<file path="config.mk">
export PLATFORM = sky130hd
export DESIGN_NAME = sdsa_ctrl
export DESIGN_NICKNAME = d
export VERILOG_FILES = /design/src/rtl/sdsa_pkg.sv /design/src/rtl/sdsa_sync.sv /design/src/rtl/sdsa_shift.sv /design/src/rtl/sdsa_apply.sv /design/src/rtl/sdsa_ctrl.sv
export SDC_FILE = /design/constraint.sdc
export NUM_CORES = 1
export LEC_CHECK = 0
export BUFFER_PORTS_ARGS = -buffer_cell sky130_fd_sc_hd__buf_2
export CAP_MARGIN = 20
export CORE_ASPECT_RATIO = 0.8
export CORE_UTILIZATION = 55
export DETAILED_ROUTE_END_ITERATION = 6
export GPL_TIMING_DRIVEN = 0
export PLACE_DENSITY = 0.86
export RECOVER_POWER = 100
export SYNTH_ARGS = -nofsm -noshare
export SYNTH_HDL_FRONTEND = slang
export SYNTH_SLANG_ARGS = --single-unit
</file>
<file path="constraint.sdc">
create_clock -name clk -period 2.8 [get_ports clk]
set_input_delay 0.42 -clock clk [delete_from_list [all_inputs] [get_ports clk]]
set_output_delay 0.42 -clock clk [all_outputs]
set_load 0.02 [all_outputs]
</file>
<file path="src/rtl/sdsa_pkg.sv">
package sdsa_pkg;
   localparam int unsigned DEF_WORD_W    = 8;
   localparam int unsigned DEF_ATT_BITS  = 7;
   localparam int unsigned DEF_ADDR_BITS = 3;
   localparam int unsigned DEF_SYNC      = 2;

   // Index of each serial line inside the synchronised vector
   localparam int unsigned IDX_DATA = 0;
   localparam int unsigned IDX_SCLK = 1;
   localparam int unsigned IDX_LE   = 2;
   localparam int unsigned N_LINES  = 3;

   typedef enum logic [1:0] {
      EV_NONE  = 2'd0,
      EV_SHIFT = 2'd1,
      EV_LATCH = 2'd2
   } sdsa_event_e;
endpackage

</file>
<file path="src/rtl/sdsa_sync.sv">
module sdsa_sync #(
   parameter int unsigned WIDTH  = 3,
   parameter int unsigned STAGES = 2
) (
   input  logic             clk,
   input  logic             rst_n,
   input  logic [WIDTH-1:0] d_in,
   output logic [WIDTH-1:0] lvl,
   output logic [WIDTH-1:0] rise
);
   logic [WIDTH-1:0] staged;
   logic [WIDTH-1:0] prev_q;

   generate
      if (STAGES == 0) begin : g_direct
         assign staged = d_in;
      end else begin : g_chain
         logic [STAGES-1:0][WIDTH-1:0] pipe_q;
         always_ff @(posedge clk) begin
            if (!rst_n) begin
               pipe_q <= '0;
            end else begin
               pipe_q[0] <= d_in;
               for (int k = 1; k < int'(STAGES); k++) begin
                  pipe_q[k] <= pipe_q[k-1];
               end
            end
         end
         assign staged = pipe_q[STAGES-1];
      end
   endgenerate

   always_ff @(posedge clk) begin
      if (!rst_n) prev_q <= '0;
      else        prev_q <= staged;
   end

   assign lvl  = staged;
   assign rise = staged & ~prev_q;
endmodule

</file>
<file path="src/rtl/sdsa_shift.sv">
module sdsa_shift #(
   parameter int unsigned FRAME_W = 16
) (
   input  logic               clk,
   input  logic               rst_n,
   input  logic               shift_en,
   input  logic               din,
   output logic [FRAME_W-1:0] frame
);
   logic [FRAME_W-1:0] sr_q;

   // New bits enter at the top, so the first bit sent ends in bit 0
   always_ff @(posedge clk) begin
      if (!rst_n)        sr_q <= '0;
      else if (shift_en) sr_q <= {din, sr_q[FRAME_W-1:1]};
   end

   assign frame = sr_q;
endmodule

</file>
<file path="src/rtl/sdsa_apply.sv">
module sdsa_apply #(
   parameter int unsigned WORD_W    = 8,
   parameter int unsigned ATT_BITS  = 7,
   parameter int unsigned ADDR_BITS = 3
) (
   input  logic                  clk,
   input  logic                  rst_n,
   input  logic                  latch_en,
   input  logic [2*WORD_W-1:0]   frame,
   input  logic [ADDR_BITS-1:0]  addr_pins,
   output logic [WORD_W-1:0]     att_word,
   output logic                  accepted
);
   localparam int unsigned MODE_BITS = WORD_W - ATT_BITS;
   localparam logic [WORD_W-1:0] RESET_WORD = {{MODE_BITS{1'b0}}, {ATT_BITS{1'b1}}};

   logic [WORD_W-1:0]    word_field;
   logic [ADDR_BITS-1:0] addr_field;
   logic                 hit;
   logic [WORD_W-1:0]    word_q;
   logic                 acc_q;

   assign word_field = frame[WORD_W-1:0];
   assign addr_field = frame[WORD_W +: ADDR_BITS];
   assign hit        = (addr_field == addr_pins);

   always_ff @(posedge clk) begin
      if (!rst_n) begin
         word_q <= RESET_WORD;
         acc_q  <= 1'b0;
      end else begin
         acc_q <= latch_en & hit;
         if (latch_en && hit) word_q <= word_field;
      end
   end

   assign att_word = word_q;
   assign accepted = acc_q;
endmodule

</file>
<file path="src/rtl/sdsa_ctrl.sv">
module sdsa_ctrl #(
   parameter int unsigned WORD_W      = sdsa_pkg::DEF_WORD_W,
   parameter int unsigned ATT_BITS    = sdsa_pkg::DEF_ATT_BITS,
   parameter int unsigned ADDR_BITS   = sdsa_pkg::DEF_ADDR_BITS,
   parameter int unsigned SYNC_STAGES = sdsa_pkg::DEF_SYNC
) (
   input  logic                 clk,
   input  logic                 rst_n,
   input  logic                 ser_data,
   input  logic                 ser_clk,
   input  logic                 ser_le,
   input  logic [ADDR_BITS-1:0] addr_pins,
   output logic [WORD_W-1:0]    att_word,
   output logic                 frame_ok
);
   import sdsa_pkg::*;

   localparam int unsigned FRAME_W = 2 * WORD_W;

   generate
      if (ATT_BITS == 0 || ATT_BITS >= WORD_W) begin : g_bad_att
         $error("ATT_BITS must leave at least one mode bit in the word");
      end
      if (ADDR_BITS == 0 || ADDR_BITS > WORD_W) begin : g_bad_addr
         $error("ADDR_BITS must fit inside the address word");
      end
      if (SYNC_STAGES > 4) begin : g_bad_sync
         $error("SYNC_STAGES above 4 is not supported");
      end
   endgenerate

   logic [N_LINES-1:0] raw_lines;
   logic [N_LINES-1:0] line_lvl;
   logic [N_LINES-1:0] line_rise;
   sdsa_event_e        evt;
   logic               shift_pulse;
   logic               latch_pulse;
   logic [FRAME_W-1:0] frame_q;

   always_comb begin
      raw_lines           = '0;
      raw_lines[IDX_DATA] = ser_data;
      raw_lines[IDX_SCLK] = ser_clk;
      raw_lines[IDX_LE]   = ser_le;
   end

   sdsa_sync #(
      .WIDTH  (N_LINES),
      .STAGES (SYNC_STAGES)
   ) u_sync (
      .clk   (clk),
      .rst_n (rst_n),
      .d_in  (raw_lines),
      .lvl   (line_lvl),
      .rise  (line_rise)
   );

   // A latch edge wins over a clock edge seen in the same sample
   always_comb begin
      evt = EV_NONE;
      if (line_rise[IDX_LE])
         evt = EV_LATCH;
      else if (line_rise[IDX_SCLK] && !line_lvl[IDX_LE])
         evt = EV_SHIFT;
   end

   assign shift_pulse = (evt == EV_SHIFT);
   assign latch_pulse = (evt == EV_LATCH);

   sdsa_shift #(
      .FRAME_W (FRAME_W)
   ) u_shift (
      .clk      (clk),
      .rst_n    (rst_n),
      .shift_en (shift_pulse),
      .din      (line_lvl[IDX_DATA]),
      .frame    (frame_q)
   );

   sdsa_apply #(
      .WORD_W    (WORD_W),
      .ATT_BITS  (ATT_BITS),
      .ADDR_BITS (ADDR_BITS)
   ) u_apply (
      .clk       (clk),
      .rst_n     (rst_n),
      .latch_en  (latch_pulse),
      .frame     (frame_q),
      .addr_pins (addr_pins),
      .att_word  (att_word),
      .accepted  (frame_ok)
   );
endmodule

</file>
==> After elaboration in Yosys (flattened, before gate mapping) <==
Index checks and enable logic that the tools add are counted.
{ "word_totals": {"register_bits": 34, "input_bits": 8, "out_inout_bits": 9, "word_cells": 17} }
{ "op_classes": {"eq_ne": 3, "n_mux": 2, "n_bitwise": 3, "reduce_logical": 3} }
{ "op_table": {"columns": ["cell", "n"], "rows": [
  ["AND 3 bit", 1],
  ["equality test 3 bit", 1],
  ["inverter 3 bit", 1],
  ["equality test 2 x 1 -> 1 bit (second input constant)", 1],
  ["equality test 2 bit (second input constant)", 1],
  ["logical AND 1 bit", 2],
  ["two-way mux 2 bit", 1],
  ["AND 1 bit", 1],
  ["zero test 1 bit", 1],
  ["two-way mux 1 bit", 1]
]} }

==> Longest topological paths before layout <==
Gate-level depths: netlist of the first run.
{ "logic_depth": {"depth_word": 7, "ltp_mapped": 5, "mapped_depth_nobuf": 3} }

==> Cells and area by module <==
From an unflattened synthesis of the first run, not the netlist that was laid out.
{ "hier_totals": {"cells_unflattened": 117, "area_unflattened_um2": 1322.5} }
{ "modules_own_cells": {"columns": ["mod", "instances", "cells_per_inst", "area_per_inst_um2", "seq_area_each_um2"], "rows": [
  ["sdsa_shift", 1, 51, 615.6, 320.3],
  ["sdsa_apply", 1, 40, 412.9, 180.2],
  ["sdsa_sync", 1, 24, 277.8, 180.2],
  ["sdsa_ctrl", 1, 2, 16.3, 0.0]
]} }

==> Least setup slack after synthesis of the first run <==
Ideal clock, no wire load.
{ "synth_path": {"kind": "in2reg", "from": "input addr_pins[2]", "to": "register u_apply.word_q[0], in the netlist u_apply.att_word[0]", "setup_time_ns": 0.072, "arrival_ns": 1.183, "required_time_ns": 2.728, "slack_ns": 1.545, "path_stages": 4, "n_path_buf": 1, "cell_sequence": "xor2_1 nor4_2 buf_4 mux2i_1"} }
{ "synth_via": {"elab_chain_cells": 2} }
{ "synth_lines": {"columns": ["element", "line", "source"], "rows": [
  ["start, declared", "sdsa_ctrl.sv:12", "input logic [ADDR_BITS-1:0] addr_pins,"],
  ["equality test 3 bit", "sdsa_apply.sv:25", "assign hit = (addr_field == addr_pins);"],
  ["logical AND 1 bit", "sdsa_apply.sv:33", "if (latch_en && hit) word_q <= word_field;"],
  ["end signal, assigned", "sdsa_apply.sv:33", null],
  ["end, declared", "sdsa_apply.sv:20", "logic [WORD_W-1:0] word_q;"]
]} }
Every way passes these cells.
A chain may end at the register's enable or synchronous reset.

==> Worst setup path in the final report of the first run <==
{ "layout_path": {"from": "register u_shift.sr_q[10], in the netlist u_shift.frame[10]", "to": "register u_apply.word_q[4], in the netlist u_apply.att_word[4]"} }
{ "layout_via": {"elab_chain_cells": 2} }
{ "layout_lines": {"columns": ["element", "line", "source"], "rows": [
  ["start, declared", "sdsa_shift.sv:10", "logic [FRAME_W-1:0] sr_q;"],
  ["start signal, assigned", "sdsa_shift.sv:15", "else if (shift_en) sr_q <= {din, sr_q[FRAME_W-1:1]};"],
  ["equality test 3 bit", "sdsa_apply.sv:25", null],
  ["logical AND 1 bit", "sdsa_apply.sv:33", null]
]} }
Every way passes these cells.

==> results of run 1 <==
[synthesized netlist by cell type (all sizes together)]
cell and instances:
a21boi 16, and2 9, buf 4, clkbuf 4, dfxtp 33, mux2i 8
nand2 34, nand2b 1, nor2b 14, nor3b 1, nor4 1, or3b 1
xor2 3
[registers in the layout, indices dropped and copies added (netlist names)]
signal	cells
u_shift.frame	16
u_apply.att_word	8
u_sync.g_chain.pipe_q	3
u_sync.lvl	3
u_sync.prev_q	2
u_apply.accepted	1
[power groups by stage]
stage               Sequential, mW  Clock (mW)  Combinational [mW]
floorplan                    0.490           0              0.0275
global placement             0.489           0              0.0405
detailed placement           0.489           0              0.0414
CTS                          0.478       0.252              0.0417
global route                 0.479       0.279              0.0424
finish                       0.478       0.244              0.0383
[routing by layer]
| layer | part of all wire, % | vias up |
|---|---|---|
| met1 | 48 | 400 |
| met5 | 0 | - |
| li1 | - | 457 |
| met2 | 45 | 15 |
| met3 | 5.1 | 7 |
| met4 | 2.2 | 0 |
[critical path, cell delays in order, from the launching register on]
cell      delay [ps]
dfxtp_1          360
xor2_1           180
nor4_2           260
clkbuf_1         520
mux2i_1          260
[cells in the final DEF, fill, tap and decap left out]
cell type,count
nand2_1,34
dfxtp_1,33
clkbuf_1,18
a21boi_0,15
nor2b_1,14
mux2i_1,8
buf_2,7
and2_1,7
clkbuf_4,5
xor2_1,3
and2_0,2
clkinv_2,2
nor3b_4,1
or3b_1,1
a21boi_1,1
nand2b_1,1
nor4_2,1
[logic make-up after synthesis]
group | Yosys count
AO/OA/AOI/OAI | 16
XOR/XNOR | 3
buffers and inverters | 8
flip-flops | 33
multiplexers | 8
AND/OR/NAND/NOR | 61
[final cells by class]
cell class / instances / area, um^2 / area share, %
buffer: 8 / 31.3 / 2.26
clock buffer: 6 / 41.3 / 2.98
clock inverter: 2 / 10.0 / 0.722
multi-input combinational: 88 / 544 / 39.3
sequential: 33 / 661 / 47.7
tap: 25 / 31.3 / 2.26
timing repair buffer: 16 / 67.6 / 4.87
[worst paths after layout]
check	from	to	depth (start not counted)
setup reg to reg	u_shift.frame[10]$_SDFFE_PN0N_	u_apply.att_word[4]$_SDFFE_PN1P_	4
hold / removal	ser_data	u_sync.g_chain.pipe_q[0]$_SDFF_PN0_	2
setup / recovery	u_shift.frame[10]$_SDFFE_PN0N_	u_apply.att_word[4]$_SDFFE_PN1P_	4
hold reg to reg	u_sync.g_chain.pipe_q[2]$_SDFF_PN0_	u_sync.lvl[2]$_SDFF_PN0_	1
==> impl_metrics.csv, run 1 <==
group,metric,value,unit
outcome,status,"finished clean",
job,cap_violations,0,
logic_synthesis,synth_top_family_by_area,"simple AND/OR/NAND/NOR gates",
setup_path,critPathMaxFanout,9,
detailed_routing,dr.pass1.iters,4,
logic_synthesis,synth_xor_xnor_area_share,2.09,%
setup_path,crit_arrival,1910,ps
logic_synthesis,synthAdderAreaFrac,0,%
logic_synthesis,synth_area_leaders,"dfxtp_1 (53%), nand2_1 (10%), nor2b_1 (7.0%), mux2i_1 (6.4%), a21boi_1 (6.0%)",
detailed_routing,wl_per_cell,11.3,um
logic_synthesis,yosysTopAreaCell,"dfxtp_1",
timing,hold_viol_final,0,
logic_synthesis,synth_compound_area_share,9.57,%
worst_hold_path,hold_path_class,"primary input to flop",
setup_path,start_kind,"flop",
detailed_routing,via_count,879,
finish,fillers,180,
logic_synthesis,muxShareOfSynthArea,6.38,%
clock_network,cts_num_sinks,33,
placed_design,place_ws,1320,ps
detailed_routing,drt-total-wl,2010,um
global_route,grt.total_usage,18.8,%
global_route,grtUsageMet3,8.02,%
clock_network,cts_setup_buffers,0,
timing,rsz0062_at_grt,"false",
clock_network,cts_root_buf,"clkbuf_4",
timing,period_needed,1660,ps
logic_synthesis,synthesis.nets,137,
floorplanning,core,2160,um^2
timing,max_freq,603,MHz
floorplanning,initial_core_util,58.1,%
timing,setup_viol,0,
logic_synthesis,syn_area,1250,um^2
placed_design,dp.cells,170,
timing,setup_ws,1140,ps
logic_synthesis,syn_area_per_cell,9.73,um^2
setup_path,end_kind,"flop",
placed_design,io_buffers,16,
setup_path,cp.required,3050,ps
logic_synthesis,yosys_warnings,0,
pwr,power_density,548,nW/um^2
floorplanning,fp.dieH,44.7,um
pwr,switchingPower,0.171,mW
global_route,gr-usage-met1,21.6,%
floorplanning,rows,15,
timing,slew_violations,0,
timing,hold_ws,294,ps
clock_network,clk_path_buf_depth,2,
clock_network,tritoncts,"built",
detailed_routing,first_iter_violations,24,
finish,drive_gt1_share,10.5,%
setup_path,setup.worst_path.class,"flop to flop",
pwr,switching_share,22.6,%
placed_design,detailed_place_hpwl,1420,um
pwr,clkPwrFrac,32.1,%
global_route,antenna_found_initial,0,
setup_path,worst-r2r-setup-slack,1140,ps
detailed_routing,drcViolationCount,0,
finish,final_cells,178,
clock_network,clk_pin_slew,90,ps
pwr,p_int,0.589,mW
pwr,irDropWorstVdd,0.374,mV
clock_network,cts_resized,0,
finish,insertedDiodeCount,0,
clock_network,cts_buffers,5,
detailed_routing,antenna_left,0,
clock_network,htreeDepth,2,
timing,slew_headroom,57.4,%
floorplanning,dieArea,2480,um^2
finish,fin_util,64.2,%
logic_synthesis,synth-seq-area-share,52.6,%
finish,area_growth,10.5,%
global_route,grt_max_degree,11,
global_route,busiest_layer,"met2",
floorplanning,ioPinCount,17,
logic_synthesis,synthCells,129,
logic_synthesis,synth_cell_type_count,16,
logic_synthesis,synth_top_area_share,52.6,%
timing,skew,11.9,ps
clock_network,cts_hold_buf,0,
timing,worst_pin_slew,639,ps
pwr,seqPwrFrac,62.9,%
timing,tns,0,ps
floorplanning,die-width,55.4,um
finish,design_area,1390,um^2
detailed_routing,viasPerCell,4.94,
logic_synthesis,synthSimpleGateAreaFrac,25.3,%
clock_network,clk_latency,330,ps
pwr,p_leak,0.481,nW
placed_design,dpl_cell_area,1370,um^2
global_route,grt.overflow.total,0,
global_route,grt_pass1_vias,799,
finish,layout.nets,160,
pwr,combinationalPowerShare,5.0,%
timing,period_share,59.3,%
logic_synthesis,synth_seq_cells,33,
global_route,grt_pass1_wl,3460,um
placed_design,place.gp.congestion,0.699,
global_route,use_met2,31.3,%
pwr,post-layout-total-power,0.760,mW
Power figures use the tool's default switching activity.
==> run 2: changes to the inputs <==
--- a/config.mk
+++ b/config.mk
@@ -8,10 +8,10 @@
 export BUFFER_PORTS_ARGS = -buffer_cell sky130_fd_sc_hd__buf_2
 export CAP_MARGIN = 20
 export CORE_ASPECT_RATIO = 0.8
-export CORE_UTILIZATION = 55
+export CORE_UTILIZATION = 54
 export DETAILED_ROUTE_END_ITERATION = 6
 export GPL_TIMING_DRIVEN = 0
-export PLACE_DENSITY = 0.86
+export PLACE_DENSITY = 0.85
 export RECOVER_POWER = 100
 export SYNTH_ARGS = -nofsm -noshare
 export SYNTH_HDL_FRONTEND = slang
==> constraint.sdc (replaced) <==
create_clock -name clk -period 1.6 [get_ports clk]
set_input_delay 0.24 -clock clk [delete_from_list [all_inputs] [get_ports clk]]
set_output_delay 0.24 -clock clk [all_outputs]
set_load 0.02 [all_outputs]
==> run 2 against run 1 <==
Die area increased by 1.8%. Critical path depth rose by 1. Clock-buffer cell count grew 1. Power rose by 78%. Global-route usage is 1.3 points lower. First-iteration DRC count rose by 58%. Hold slack lost 170 ps. Clock power is 83% higher. Clock skew down 6.6 ps. Critical path type unchanged. Critical endpoint is now u_shift.frame[5]$_SDFFE_PN0N_. Largest cell class unchanged.
==> impl_metrics.csv, run 2 (synthesis gave the netlist of run 1 again) <==
group,metric,value,unit
timing,skew,5.35,ps
clock_network,tritoncts,"built",
setup_path,cp.required,1810,ps
placed_design,place.gp.congestion,0.713,
detailed_routing,first_iter_violations,38,
setup_path,r2r_cells,5,
timing,slew_headroom,77.6,%
clock_network,cts_root_buf,"clkbuf_4",
finish,layout_commonest_cell,"nand2_1",
clock_network,clk_path_buf_depth,2,
floorplanning,rows,15,
floorplanning,die-width,55.9,um
detailed_routing,via_count,869,
finish,multi_input_area,538,um^2
clock_network,cts_setup_buffers,0,
setup_path,crit_arrival,1580,ps
placed_design,io_buffers,16,
timing,tns,0,ps
worst_hold_path,hold_depth,2,
clock_network,cts_num_sinks,33,
worst_hold_path,hold_path_class,"primary input to flop",
detailed_routing,antenna_left,0,
outcome,status,"finished clean",
timing,setup_viol,0,
setup_path,critPathMaxFanout,10,
global_route,grt_pass1_vias,786,
floorplanning,ioPinCount,17,
detailed_routing,viasPerCell,4.91,
floorplanning,fp.dieH,45.1,um
detailed_routing,dr.pass1.iters,4,
global_route,grt_pass1_wl,3190,um
finish,largest_reg_flops,16,
global_route,use_met2,27.7,%
worst_hold_path,whs_endpoint,"u_sync.g_chain.pipe_q[2]$_SDFF_PN0_",
clock_network,clk_pin_slew,90,ps
clock_network,cts_hold_buf,0,
global_route,gr-usage-met1,20.3,%
finish,ff_latch_area,661,um^2
timing,worst_pin_slew,337,ps
job,cap_violations,0,
detailed_routing,drt-total-wl,1970,um
setup_path,end_kind,"flop",
floorplanning,core,2180,um^2
finish,insertedDiodeCount,0,
finish,drive_gt1_share,10.5,%
worst_hold_path,min_from,"ser_le",
finish,layout_common_cells,"nand2_1 (34), dfxtp_1 (33), clkbuf_1 (16), a21boi_0 (15), nor2b_1 (14)",
timing,rsz0062_at_grt,"false",
finish,layout.nets,160,
clock_network,cts_resized,0,
finish,fillers,192,
setup_path,setup.worst_path.class,"flop to flop",
setup_path,reg2reg_to,"u_shift.frame[5]$_SDFFE_PN0N_",
clock_network,htreeDepth,2,
timing,period_needed,1370,ps
placed_design,detailed_place_hpwl,1470,um
setup_path,worst-r2r-setup-slack,230,ps
global_route,grt.overflow.total,0,
finish,area_growth,11.2,%
setup_path,start_kind,"flop",
pwr,p_leak,0.487,nW
timing,max_freq,730,MHz
detailed_routing,drcViolationCount,0,
timing,slew_violations,0,
pwr,power_density,969,nW/um^2
global_route,grt_max_degree,11,
global_route,busiest_layer,"met2",
floorplanning,dieArea,2520,um^2
clock_network,cts_buffers,5,
clock_network,clk_latency,320,ps
setup_path,reg2reg_from,"u_sync.lvl[2]$_SDFF_PN0_",
detailed_routing,wl_per_cell,11.1,um
floorplanning,initial_core_util,57.6,%
timing,period_share,85.6,%
pwr,irDropWorstVdd,0.834,mV
timing,hold_viol_final,0,
global_route,grt.total_usage,17.6,%
pwr,post-layout-total-power,1.35,mW
global_route,grtUsageMet3,9.17,%
global_route,antenna_found_initial,0,
[run 2: worst max path at each step]
stage                                  endpoint                      startpoint  cells past startpoint  slack, ps
2_1_floorplan     u_shift.frame[0]$_SDFFE_PN0N_        u_sync.lvl[2]$_SDFF_PN0_                      5        410
3_3_place_gp   u_apply.att_word[2]$_SDFFE_PN1P_  u_shift.frame[10]$_SDFFE_PN0N_                      4        350
3_5_place_dp   u_apply.att_word[2]$_SDFFE_PN1P_  u_shift.frame[10]$_SDFFE_PN0N_                      4        310
4_1_cts        u_apply.att_word[2]$_SDFFE_PN1P_  u_shift.frame[10]$_SDFFE_PN0N_                      4        290
5_1_grt           u_shift.frame[2]$_SDFFE_PN0N_        u_sync.lvl[2]$_SDFF_PN0_                      5        120
6_report          u_shift.frame[5]$_SDFFE_PN0N_        u_sync.lvl[2]$_SDFF_PN0_                      5        230
[run 2: final cells by class]
cell class / instances / area share, %
flip-flops and latches: 33 / 47.4
multi-input cells: 88 / 38.6
repair buffers: 16 / 4.84
clock buffers: 7 / 3.95
plain buffers: 8 / 3.05
well taps: 25 / 2.24
[run 2: routing by layer]
metal / up-vias / wire [um]
met1: 389 / 927
met5: - / 0
met3: 2 / 109
li1: 456 / -
met2: 22 / 919
met4: 0 / 16
[run 2: where the power goes]
part	switching, mW	total (mW)	internal, mW
clock network	0.240	0.447	0.207
registers	0.00511	0.837	0.832
logic	0.0349	0.0676	0.0327
[run 2: through the flow]
stage               instance area (um^2)  setup slack [ps]  hold slack [ps]  std cells  utilization [%]
global route                        1400               122              100        177             64.1
global placement                    1370               346              416        170             62.8
detailed placement                  1370               312              420        170             62.8
finish                              1400               231              123        177             64.1
CTS                                 1420               292              108        177             65.3
floorplan                           1250               415              367        129                -
[run 2: worst max-delay path, cell delays in order (launching register included)]
cell and delay, ps:
dfxtp_1 360, or3b_1 380, clkbuf_1 190, buf_6 180, nand2_1 60, a21boi_0 80
